<file path="src/rtl/ldret_pkg.sv">
package ldret_pkg;

  localparam int LINE_W = 64;

  typedef enum logic [1:0] {
    SZ_BYTE = 2'd0,
    SZ_HALF = 2'd1,
    SZ_WORD = 2'd2,
    SZ_DBL  = 2'd3
  } ld_size_e;

  // true when the low address bits do not suit the access size
  function automatic logic size_misaligned(input ld_size_e sz, input logic [2:0] off);
    case (sz)
      SZ_HALF: return off[0];
      SZ_WORD: return |off[1:0];
      SZ_DBL:  return |off;
      default: return 1'b0;
    endcase
  endfunction

endpackage

</file>
<file path="src/rtl/ldret_classify.sv">
module ldret_classify
  import ldret_pkg::*;
#(
  parameter int FAST_LAT = 2,
  parameter int SLOW_LAT = 3,
  parameter int LAT_W    = 2
) (
  input  logic             clk,
  input  logic             rst_n,
  input  logic             accept,
  input  logic [1:0]       size,
  input  logic             is_signed,
  input  logic [2:0]       off,
  output logic             slow,
  output logic             trap,
  output logic [LAT_W-1:0] wait_init
);

  logic chain_q;
  logic narrow_signed;

  assign narrow_signed = is_signed && (ld_size_e'(size) != SZ_DBL);
  assign slow          = narrow_signed || chain_q;
  assign trap          = size_misaligned(ld_size_e'(size), off);
  assign wait_init     = slow ? LAT_W'(SLOW_LAT - 1) : LAT_W'(FAST_LAT - 1);

  // delayed timing propagates only into the directly following accept
  always_ff @(posedge clk) begin
    if (!rst_n) chain_q <= 1'b0;
    else        chain_q <= accept && slow;
  end

endmodule

</file>
<file path="src/rtl/ldret_queue.sv">
module ldret_queue
  import ldret_pkg::*;
#(
  parameter int DEPTH = 8,
  parameter int TAG_W = 4,
  parameter int LAT_W = 2
) (
  input  logic                         clk,
  input  logic                         rst_n,
  input  logic                         push,
  input  logic [TAG_W-1:0]             push_tag,
  input  logic [1:0]                   push_size,
  input  logic                         push_sgn,
  input  logic [2:0]                   push_off,
  input  logic                         push_hit,
  input  logic                         push_trap,
  input  logic [LAT_W-1:0]             push_wait,
  input  logic [LINE_W-1:0]            push_line,
  input  logic                         refill_valid,
  input  logic [TAG_W-1:0]             refill_tag,
  input  logic [LINE_W-1:0]            refill_line,
  input  logic                         pop,
  output logic                         full,
  output logic [$clog2(DEPTH+1)-1:0]   occ,
  output logic                         head_rdy,
  output logic [TAG_W-1:0]             head_tag,
  output logic [1:0]                   head_size,
  output logic                         head_sgn,
  output logic [2:0]                   head_off,
  output logic                         head_trap,
  output logic [LINE_W-1:0]            head_line
);

  localparam int PTR_W = (DEPTH > 1) ? $clog2(DEPTH) : 1;
  localparam int CNT_W = $clog2(DEPTH + 1);

  typedef struct packed {
    logic [TAG_W-1:0] tag;
    logic [1:0]       size;
    logic             sgn;
    logic [2:0]       off;
    logic             trap;
  } meta_t;

  logic [PTR_W-1:0] wr_ptr, rd_ptr;
  logic [CNT_W-1:0] occ_q;

  logic              vld_a  [DEPTH];
  logic              done_a [DEPTH];
  logic [LAT_W-1:0]  wait_a [DEPTH];
  meta_t             meta_a [DEPTH];
  logic [LINE_W-1:0] line_a [DEPTH];

  function automatic logic [PTR_W-1:0] ptr_next(input logic [PTR_W-1:0] p);
    return (p == PTR_W'(DEPTH - 1)) ? '0 : p + 1'b1;
  endfunction

  for (genvar i = 0; i < DEPTH; i++) begin : g_ent
    logic              vld_r, done_r;
    logic [LAT_W-1:0]  wait_r;
    meta_t             meta_r;
    logic [LINE_W-1:0] line_r;
    logic              wr_en, rd_en, fill_hit;

    assign wr_en    = push && (wr_ptr == PTR_W'(i));
    assign rd_en    = pop  && (rd_ptr == PTR_W'(i));
    assign fill_hit = vld_r && !done_r && refill_valid && (refill_tag == meta_r.tag);

    always_ff @(posedge clk) begin
      if (!rst_n) begin
        vld_r  <= 1'b0;
        done_r <= 1'b0;
        wait_r <= '0;
        meta_r <= '0;
        line_r <= '0;
      end else if (wr_en) begin
        vld_r  <= 1'b1;
        done_r <= push_hit || push_trap;
        wait_r <= push_wait;
        meta_r <= '{tag: push_tag, size: push_size, sgn: push_sgn,
                    off: push_off, trap: push_trap};
        line_r <= push_trap ? '0 : push_line;
      end else begin
        if (rd_en) vld_r <= 1'b0;
        if (vld_r && (wait_r != '0)) wait_r <= wait_r - 1'b1;
        if (fill_hit) begin
          done_r <= 1'b1;
          line_r <= refill_line;
        end
      end
    end

    assign vld_a[i]  = vld_r;
    assign done_a[i] = done_r;
    assign wait_a[i] = wait_r;
    assign meta_a[i] = meta_r;
    assign line_a[i] = line_r;
  end

  always_ff @(posedge clk) begin
    if (!rst_n) begin
      wr_ptr <= '0;
      rd_ptr <= '0;
      occ_q  <= '0;
    end else begin
      if (push) wr_ptr <= ptr_next(wr_ptr);
      if (pop)  rd_ptr <= ptr_next(rd_ptr);
      case ({push, pop})
        2'b10:   occ_q <= occ_q + 1'b1;
        2'b01:   occ_q <= occ_q - 1'b1;
        default: occ_q <= occ_q;
      endcase
    end
  end

  assign occ       = occ_q;
  assign full      = (occ_q == CNT_W'(DEPTH));
  assign head_rdy  = vld_a[rd_ptr] && done_a[rd_ptr] && (wait_a[rd_ptr] == '0);
  assign head_tag  = meta_a[rd_ptr].tag;
  assign head_size = meta_a[rd_ptr].size;
  assign head_sgn  = meta_a[rd_ptr].sgn;
  assign head_off  = meta_a[rd_ptr].off;
  assign head_trap = meta_a[rd_ptr].trap;
  assign head_line = line_a[rd_ptr];

endmodule

</file>
<file path="src/rtl/ldret_extend.sv">
module ldret_extend
  import ldret_pkg::*;
(
  input  logic [LINE_W-1:0] line,
  input  logic [2:0]        off,
  input  logic [1:0]        size,
  input  logic              sgn,
  input  logic              trap,
  output logic [LINE_W-1:0] data
);

  logic [LINE_W-1:0] lane;
  logic [LINE_W-1:0] ext;

  always_comb begin
    lane = line >> {off, 3'b000};
    case (ld_size_e'(size))
      SZ_BYTE: ext = {{56{sgn & lane[7]}},  lane[7:0]};
      SZ_HALF: ext = {{48{sgn & lane[15]}}, lane[15:0]};
      SZ_WORD: ext = {{32{sgn & lane[31]}}, lane[31:0]};
      default: ext = lane;
    endcase
    data = trap ? '0 : ext;
  end

endmodule

</file>
<file path="src/rtl/ldret_pipe.sv">
module ldret_pipe
  import ldret_pkg::*;
#(
  parameter int DEPTH    = 8,
  parameter int TAG_W    = 4,
  parameter int ADDR_W   = 16,
  parameter int FAST_LAT = 2,
  parameter int SLOW_LAT = 3
) (
  input  logic              clk,
  input  logic              rst_n,
  input  logic              req_valid,
  output logic              req_ready,
  input  logic [TAG_W-1:0]  req_tag,
  input  logic [1:0]        req_size,
  input  logic              req_signed,
  input  logic [ADDR_W-1:0] req_addr,
  input  logic              req_hit,
  input  logic [63:0]       req_line,
  input  logic              refill_valid,
  input  logic [TAG_W-1:0]  refill_tag,
  input  logic [63:0]       refill_line,
  output logic              rsp_valid,
  output logic [TAG_W-1:0]  rsp_tag,
  output logic [63:0]       rsp_data,
  output logic              rsp_trap
);

  localparam int LAT_W = (SLOW_LAT > 2) ? $clog2(SLOW_LAT) : 1;
  localparam int CNT_W = $clog2(DEPTH + 1);

  logic              accept, full;
  logic              cls_slow, cls_trap;
  logic [LAT_W-1:0]  cls_wait;
  logic [CNT_W-1:0]  occ;
  logic              head_rdy, head_sgn, head_trap;
  logic [TAG_W-1:0]  head_tag;
  logic [1:0]        head_size;
  logic [2:0]        head_off;
  logic [LINE_W-1:0] head_line;
  logic              addr_unused;

  assign addr_unused = ^req_addr[ADDR_W-1:3];
  assign req_ready   = !full;
  assign accept      = req_valid && req_ready;

  ldret_classify #(
    .FAST_LAT (FAST_LAT),
    .SLOW_LAT (SLOW_LAT),
    .LAT_W    (LAT_W)
  ) u_cls (
    .clk       (clk),
    .rst_n     (rst_n),
    .accept    (accept),
    .size      (req_size),
    .is_signed (req_signed),
    .off       (req_addr[2:0]),
    .slow      (cls_slow),
    .trap      (cls_trap),
    .wait_init (cls_wait)
  );

  ldret_queue #(
    .DEPTH (DEPTH),
    .TAG_W (TAG_W),
    .LAT_W (LAT_W)
  ) u_q (
    .clk          (clk),
    .rst_n        (rst_n),
    .push         (accept),
    .push_tag     (req_tag),
    .push_size    (req_size),
    .push_sgn     (req_signed),
    .push_off     (req_addr[2:0]),
    .push_hit     (req_hit),
    .push_trap    (cls_trap),
    .push_wait    (cls_wait),
    .push_line    (req_line),
    .refill_valid (refill_valid),
    .refill_tag   (refill_tag),
    .refill_line  (refill_line),
    .pop          (head_rdy),
    .full         (full),
    .occ          (occ),
    .head_rdy     (head_rdy),
    .head_tag     (head_tag),
    .head_size    (head_size),
    .head_sgn     (head_sgn),
    .head_off     (head_off),
    .head_trap    (head_trap),
    .head_line    (head_line)
  );

  ldret_extend u_ext (
    .line (head_line),
    .off  (head_off),
    .size (head_size),
    .sgn  (head_sgn),
    .trap (head_trap),
    .data (rsp_data)
  );

  assign rsp_valid = head_rdy;
  assign rsp_tag   = head_tag;
  assign rsp_trap  = head_rdy && head_trap;

endmodule

</file>
<file path="config.mk">
export PLATFORM = sky130hd
export DESIGN_NAME = ldret_pipe
export DESIGN_NICKNAME = d
export VERILOG_FILES = /design/src/rtl/ldret_pkg.sv /design/src/rtl/ldret_classify.sv /design/src/rtl/ldret_queue.sv /design/src/rtl/ldret_extend.sv /design/src/rtl/ldret_pipe.sv
export SDC_FILE = /design/constraint.sdc
export NUM_CORES = 2
export LEC_CHECK = 0
export BUFFER_PORTS_ARGS = -buffer_cell sky130_fd_sc_hd__buf_2
export CORE_MARGIN = 2
export CORE_UTILIZATION = 30
export CTS_BUF_LIST = sky130_fd_sc_hd__clkbuf_4
export DETAILED_ROUTE_END_ITERATION = 16
export SLEW_MARGIN = 40
export SYNTH_ARGS = -nofsm -noshare
export SYNTH_HDL_FRONTEND = slang
export SYNTH_SLANG_ARGS = --single-unit
</file>
<file path="constraint.sdc">
create_clock -name clk -period 4.83 [get_ports clk]
set_clock_uncertainty 0.2 [all_clocks]
set_input_delay 0.483 -clock clk [delete_from_list [all_inputs] [get_ports clk]]
set_output_delay 0.483 -clock clk [all_outputs]
set_load 0.005 [all_outputs]
</file>
# --- After elaboration in Yosys (flattened, before gate mapping) ---
# Cells that the tools add are included.
totals:
  register_bits: 643
  in_bits: 160
  output_inout_bits: 71
  wordCells: 316
classes:
  n_addsub: 12
  n_lt_le_gt_ge: 1
  eq_ne: 31
  shifts: 1
  mux: 87
  n_bitwise: 4
  reduce_logical: 104
op_table:
  columns: ["operator", "n"]
  rows:
  - ["$mux W64", 20]
  - ["$bmux W64 S3", 1]
  - ["$pmux W64 S3", 1]
  - ["$reduce_bool A2 Y1", 33]
  - ["$shr A64 B6 Y64", 1]
  - ["$logic_and A1 B1 Y1", 54]
  - ["$mux W2", 19]
  - ["$mux W1", 36]
  - ["$bmux W11 S3", 1]
  - ["$eq A4 B4 Y1", 8]
  - ["$eq A3 B3 Y1 const B", 8]
  - ["$mux W11", 2]
  - ["$sub A2 B1 Y2 const B", 8]
  - ["$eq A3 B2 Y1 const B", 4]
  - ["$logic_not A1 Y1", 9]
  - ["$eq A2 B2 Y1 const B", 4]
  - ["$pmux W4 S2", 1]
  - ["$add A3 B1 Y3 const B", 2]
  - ["$bmux W1 S3", 2]
  - ["$bmux W2 S3", 1]
  - ["$eq A2 B1 Y1 const B", 3]
  - ["$eq A3 B1 Y1 const B", 2]
  - ["$logic_not A3 Y1", 2]
  - ["$mux W3", 2]
  - ["12 further kinds", 16]

# --- Longest topological paths before layout ---
depth:
  word_depth: 9
  mapped_depth: 19
  depth_no_buf: 14

# --- Cells and area by module ---
# A second synthesis with hierarchy kept.
unflattened:
  hier_cells: 4358
  hier_area_um2: 39839.5
modules_own_cells:
  columns: ["mod", "instances", "cells_per_inst", "area_each_um2", "seq_area_each_um2"]
  rows:
  - ["ldret_queue", 1, 4019, 37417.1, 12852.3]
  - ["ldret_extend", 1, 326, 2328.5, 0.0]
  - ["ldret_classify", 1, 10, 77.6, 20.0]
  - ["ldret_pipe", 1, 3, 16.3, 0.0]

# --- Least setup slack after synthesis ---
# OpenSTA, ideal clock, no wires.
synth_timing:
  kind: "reg-to-reg"
  startpoint: "register u_q.rd_ptr[0]"
  endpoint: "register u_q.occ_q[2] (netlist: u_q.occ[2])"
  setup_time_ns: 0.076
  arrival_time_ns: 3.523
  required_ns: 4.554
  path_slack_ns: 1.032
  stages_incl_launch_ff: 20
  n_path_buf: 6
  period_less_slack_ns: 3.798
  path_cell_list: "dfxtp_1 buf_6 buf_6 buf_6 buf_4 buf_6 buf_4 inv_1 mux4_2 inv_1 nand2_1 o21ai_0 inv_1 ha_1 xor2_1 ha_1 a21oi_1 xor2_1 or3_1 a21boi_0"
synth_between:
  elab_chain_len: 8
  elab_cells_between_ends: 17
  cone_classes: "eq/ne (2); mux (10); bitwise (1); reduce/logical (4)"
synth_lines:
  columns: ["item", "line_no", "rtl"]
  rows:
  - ["from (decl)", "ldret_queue.sv:45", "logic [PTR_W-1:0] wr_ptr, rd_ptr;"]
  - ["from (signal assigned)", "ldret_queue.sv:107", "if (pop) rd_ptr <= ptr_next(rd_ptr);"]
  - ["$not A3 Y4 (implied by the code) *", "ldret_queue.sv:118", "assign head_rdy = vld_a[rd_ptr] && done_a[rd_ptr] && (wait_a[rd_ptr] == '0);"]
  - ["$bmux W2 S3 or $bmux W1 S3 (tied branches)", "ldret_queue.sv:118", null]
  - ["$mux W2 (implied by the code) or $mux W1 (tied branches) (2 in a row)", "ldret_queue.sv:118", null]
  - ["$logic_not A2 Y1 or $logic_and A1 B1 Y1 (tied branches)", "ldret_queue.sv:118", null]
  - ["$logic_and A1 B1 Y1 *", "ldret_queue.sv:118", null]
  - ["named net rsp_valid", "ldret_pipe.sv:23", "output logic rsp_valid,"]
  - ["$eq A2 B1 Y1 or $eq A2 B2 Y1 (tied branches)", "ldret_queue.sv:108", "case ({push, pop})"]
  - ["$pmux W4 S2 or $reduce_bool A2 Y1 (tied branches)", null, null]
  - ["to (signal assigned)", "ldret_queue.sv:109", "2'b10: occ_q <= occ_q + 1'b1;"]
  - ["to (signal assigned)", "ldret_queue.sv:110", "2'b01: occ_q <= occ_q - 1'b1;"]
  - ["to (signal assigned)", "ldret_queue.sv:111", "default: occ_q <= occ_q;"]
  - ["to (decl)", "ldret_queue.sv:46", "logic [CNT_W-1:0] occ_q;"]
# The timed path passes the listed nets; every way through them passes the cells marked *. The select of a mux whose other input is x is not followed.
# A chain may end at the register's enable or synchronous reset.

# --- Worst setup path after layout ---
layout_timing:
  startpoint: "register u_q.rd_ptr[1]"
  endpoint: "output rsp_data[55]"
layout_between:
  elab_chain_len: 8
  elab_cells_between_ends: 16
  cone_classes: "eq/ne (2); shift (1); mux (8); bitwise (4); reduce/logical (1)"
layout_lines:
  columns: ["item", "line_no", "rtl"]
  rows:
  - ["$not A3 Y4 (implied by the code) *", null, null]
  - ["$bmux W64 S3 or $bmux W11 S3 (tied branches)", null, null]
  - ["$mux W64 (implied by the code) or $mux W11 (tied branches) (2 in a row)", null, null]
  - ["$shr A64 B6 Y64", "ldret_extend.sv:16", "lane = line >> {off, 3'b000};"]
  - ["$and A1 B1 Y1, on equally long branches", "ldret_extend.sv:20, ldret_extend.sv:18, ldret_extend.sv:19", null]
  - ["$pmux W64 S3", "ldret_extend.sv:17", "case (ld_size_e'(size))"]
  - ["$mux W64 *", "ldret_extend.sv:23", "data = trap ? '0 : ext;"]
  - ["to (decl)", "ldret_pipe.sv:25", "output logic [63:0] rsp_data,"]
# Every way passes the cells marked *; elsewhere a longest branch is shown, timed or not. The select of a mux whose other input is x is not followed.

==> flow_summary.toml <==
[sta]
drv_slew = 0
slew_headroom = 0.3708
fin_tns_setup_ns = -0.3818
fin_crit_sh = 1.008
finalSetupViolCount = 18
rsz0062_at_grt = "true"
finalCriticalPeriod_ns = 4.870
hold_viol = 0
fmax_ghz = 0.2053
setup_ws_ns = -0.04002
worstMarginPinSlew_ns = 0.9366

[placement]
place_ws_ns = 0.4868
globalplace.congestion = 0.9512
portBuffers = 217
dp_hpwl_um = 90720
place_inst = 5813

[power]
intPower_mw = 11.19
p_comb_frac = 0.380
p_sw_mw = 6.930
p_leak_nw = 24.87
peakVddDrop_mv = 0.2444
powerDensity_mw_per_mm2 = 405.3
power_frac_seq = 0.330
p_clk_frac = 0.290
p_sw_frac = 0.3824

[synth]
synth_edf_count = 0
synth_seq_cells = 643
synth_top_area_cell = "dfxtp_1"
synthTopCellsByArea = "dfxtp_1 (35%), mux2i_1 (16%), nand2_1 (14%)"
synth_nets = 4504
yosysMostFrequentCell = "nand2_1"
synthTopCellsByCount = "nand2_1 (1406), dfxtp_1 (643), mux2i_1 (593)"
synthArstFlopShare = 0
synth_top_area_share = 0.3535
avgSynthCellArea_sq_um = 8.427
syn_area_sq_mm = 0.03641
synth_ff_type = "dfxtp_1"
yosysSeqAreaShare = 0.3535
synth_cell_types = 65
yosysWarnings = 0
syn_inst = 4321

[layout]
syn_to_final_growth_pct = 22.80
drive_above_1_share = 0.1962
layout.nets = 4835
fin_util = 0.3722
final_cells = 6409

[detailed_routing]
ant_nets = 0
drt_iter0_markers = 4028
viasPerCell = 5.332
routedWlPerCell_um = 23.20
firstDrtPassIters = 8
route.detailed.drc = 0
dr_total_vias = 34170
routed_wirelength_um = 148700

[worst_setup_path]
cp.arrival_ns = 4.19
reg2reg_slack_ns = 0.71
regToRegStartpoint = "u_q.rd_ptr[1]$_SDFFE_PN0P_"
critPathLaunchType = "register"
crit_fanout = 9
path_class = "register to output port"
timing.rr.end = "u_q.occ[2]$_SDFFE_PN0P_"
worst_r2r_path_depth = 15
worst_ep_required_time_ns = 4.15
endpoint_kind = "output port"

[cts]
root_buffer = "clkbuf_4"
cts_tree = "yes"
clockBufferDepth = 3
clk_latency_ns = 1.07
cts_sinks = 643
h-tree-depth = 4
clkTransAtPathRegs_ns = 0.07
cts_buffers = 178

[floorplanning]
start_util = 0.3031
rows = 127
dieArea_sq_mm = 0.1242
chipHeight_um = 352.4
ios = 231
coreArea_sq_mm = 0.1201
die_w_um = 352.4

[global_routing]
grt_start_max_net_pins = 189
grt_pass1_vias = 32660
globalRouteOverflowTotal = 0
grtUsageTotal = 0.2288
grt_pass1_wl_um = 216100
antenna_found_initial = 11

[hold_path]
min_path_type = "input port to register"
min_to = "u_q.g_ent[7].meta_r[9]$_SDFFE_PN0P_"
hold_start = "req_tag[2]"
hold_depth = 3

[flow_run]
drv_cap = 0

[outcome]
outcome = "complete, but fails checks"
violations = "setup timing"
## area by class of cell
cell class	count	area, sq um
fillers	12420	75410
well taps	1612	2017
inverters	36	143.9
diodes	6	15.01
clock inverters	45	300.3
repair buffers	581	5160
clock buffers	274	2057
multi-input cells	3212	22140
flip-flops and latches	643	12880
## routing by layer
metal,up-vias,GRT usage,part of all wire
met5,-,0,0.00032
met4,8,0.09128,0.039
met3,342,0.05149,0.099
met2,1699,0.3626,0.45
met1,16560,0.3007,0.41
li1,15560,-,-
## power by group through the flow
stage | Clock (mW) | Combinational [mW] | Sequential (mW)
after floorplan | 0 | 3.56 | 6.00
after global placement | 0 | 5.60 | 6.08
after detailed placement | 0 | 5.69 | 6.09
after CTS | 5.33 | 6.37 | 5.97
after global routing | 5.64 | 7.17 | 6.03
final | 5.25 | 6.88 | 5.99
## per-stage QoR
step / hold WS (ns) / instance area (sq um) / power [mW]
3_3_place_gp: 0.2432 / 38720 / 11.68
3_5_place_dp: 0.2455 / 38970 / 11.78
5_1_grt: 0.07388 / 44710 / 18.84
6_report: 0.1080 / 44720 / 18.12
4_1_cts: 0.01358 / 44220 / 17.68
2_1_floorplan: 0.2199 / 36410 / 9.559
## cells by family after synthesis
logic type,after synthesis,synth area share
AO/OA/AOI/OAI,331,0.06123
flip-flops,643,0.3535
adder cells (fa/ha/maj),23,0.007903
multiplexers,752,0.2590
buffers and inverters,466,0.05340
XOR/XNOR,44,0.01058
AND/OR/NAND/NOR,2062,0.2543
## registers in the layout, indices dropped and copies added, names as in the netlist
register and count:
u_q.g_ent.wait_r 16, u_q.g_ent.vld_r 8, u_cls.chain_q 1, u_q.g_ent.line_r 512, u_q.g_ent.done_r 8, u_q.wr_ptr 3
u_q.g_ent.meta_r 88, u_q.occ 4, u_q.rd_ptr 3
## worst max-delay path, stage by stage (launching register included)
cell       delay, ns
dfxtp_4         0.44
buf_12          0.17
mux4_2          0.53
mux2_2          0.32
mux2i_4         0.22
mux2i_4         0.12
a221oi_4        0.34
nor4b_4         0.11
a211oi_4        0.25
buf_12          0.21
clkbuf_16       0.19
a21oi_1         0.04
buf_2           0.15
## cell usage in the layout (no fill, tap or decap), types with 11 or more instances in the layout
cell / n
a211oi_1: 16
a21boi_0: 76
a21oi_1: 52
and3_1: 505
buf_12: 35
buf_2: 216
buf_4: 90
clkbuf_4: 274
clkinv_1: 25
dfxtp_1: 640
dlygate4sd3_1: 211
ha_1: 23
inv_1: 34
mux2i_1: 569
mux2i_2: 19
mux4_2: 147
nand2_1: 1398
nand3_1: 13
nor2_1: 51
nor2b_1: 18
nor3_1: 12
o211a_1: 11
o21ai_0: 49
o21ai_2: 21
o22ai_1: 12
xnor2_1: 34
## worst max-delay path by stage
stage | slack (ns) | start | end
2_1_floorplan | 1.03 | u_q.rd_ptr[0]$_SDFFE_PN0P_ | u_q.occ[2]$_SDFFE_PN0P_
3_3_place_gp | -0.02 | u_q.rd_ptr[0]$_SDFFE_PN0P_ | rsp_data[25]
3_5_place_dp | 0.49 | u_q.rd_ptr[0]$_SDFFE_PN0P_ | rsp_data[30]
4_1_cts | -0.003 | u_q.rd_ptr[0]$_SDFFE_PN0P_ | rsp_data[28]
5_1_grt | -0.17 | u_q.rd_ptr[0]$_SDFFE_PN0P_ | rsp_data[35]
6_report | -0.04 | u_q.rd_ptr[1]$_SDFFE_PN0P_ | rsp_data[55]
## timing repair
| action | CTS | global route |
|---|---|---|
| endpoints found under the setup margin | 64 | 63 |
| buffers inserted | 29 | 20 |
| resized for setup | 94 | 73 |
| cloned | 6 | 4 |
| hold buffers | 211 | 0 |
| pin swaps | 5 | 13 |
| endpoints found under the hold margin | 621 | 0 |
(Power assumes the default switching activity.)
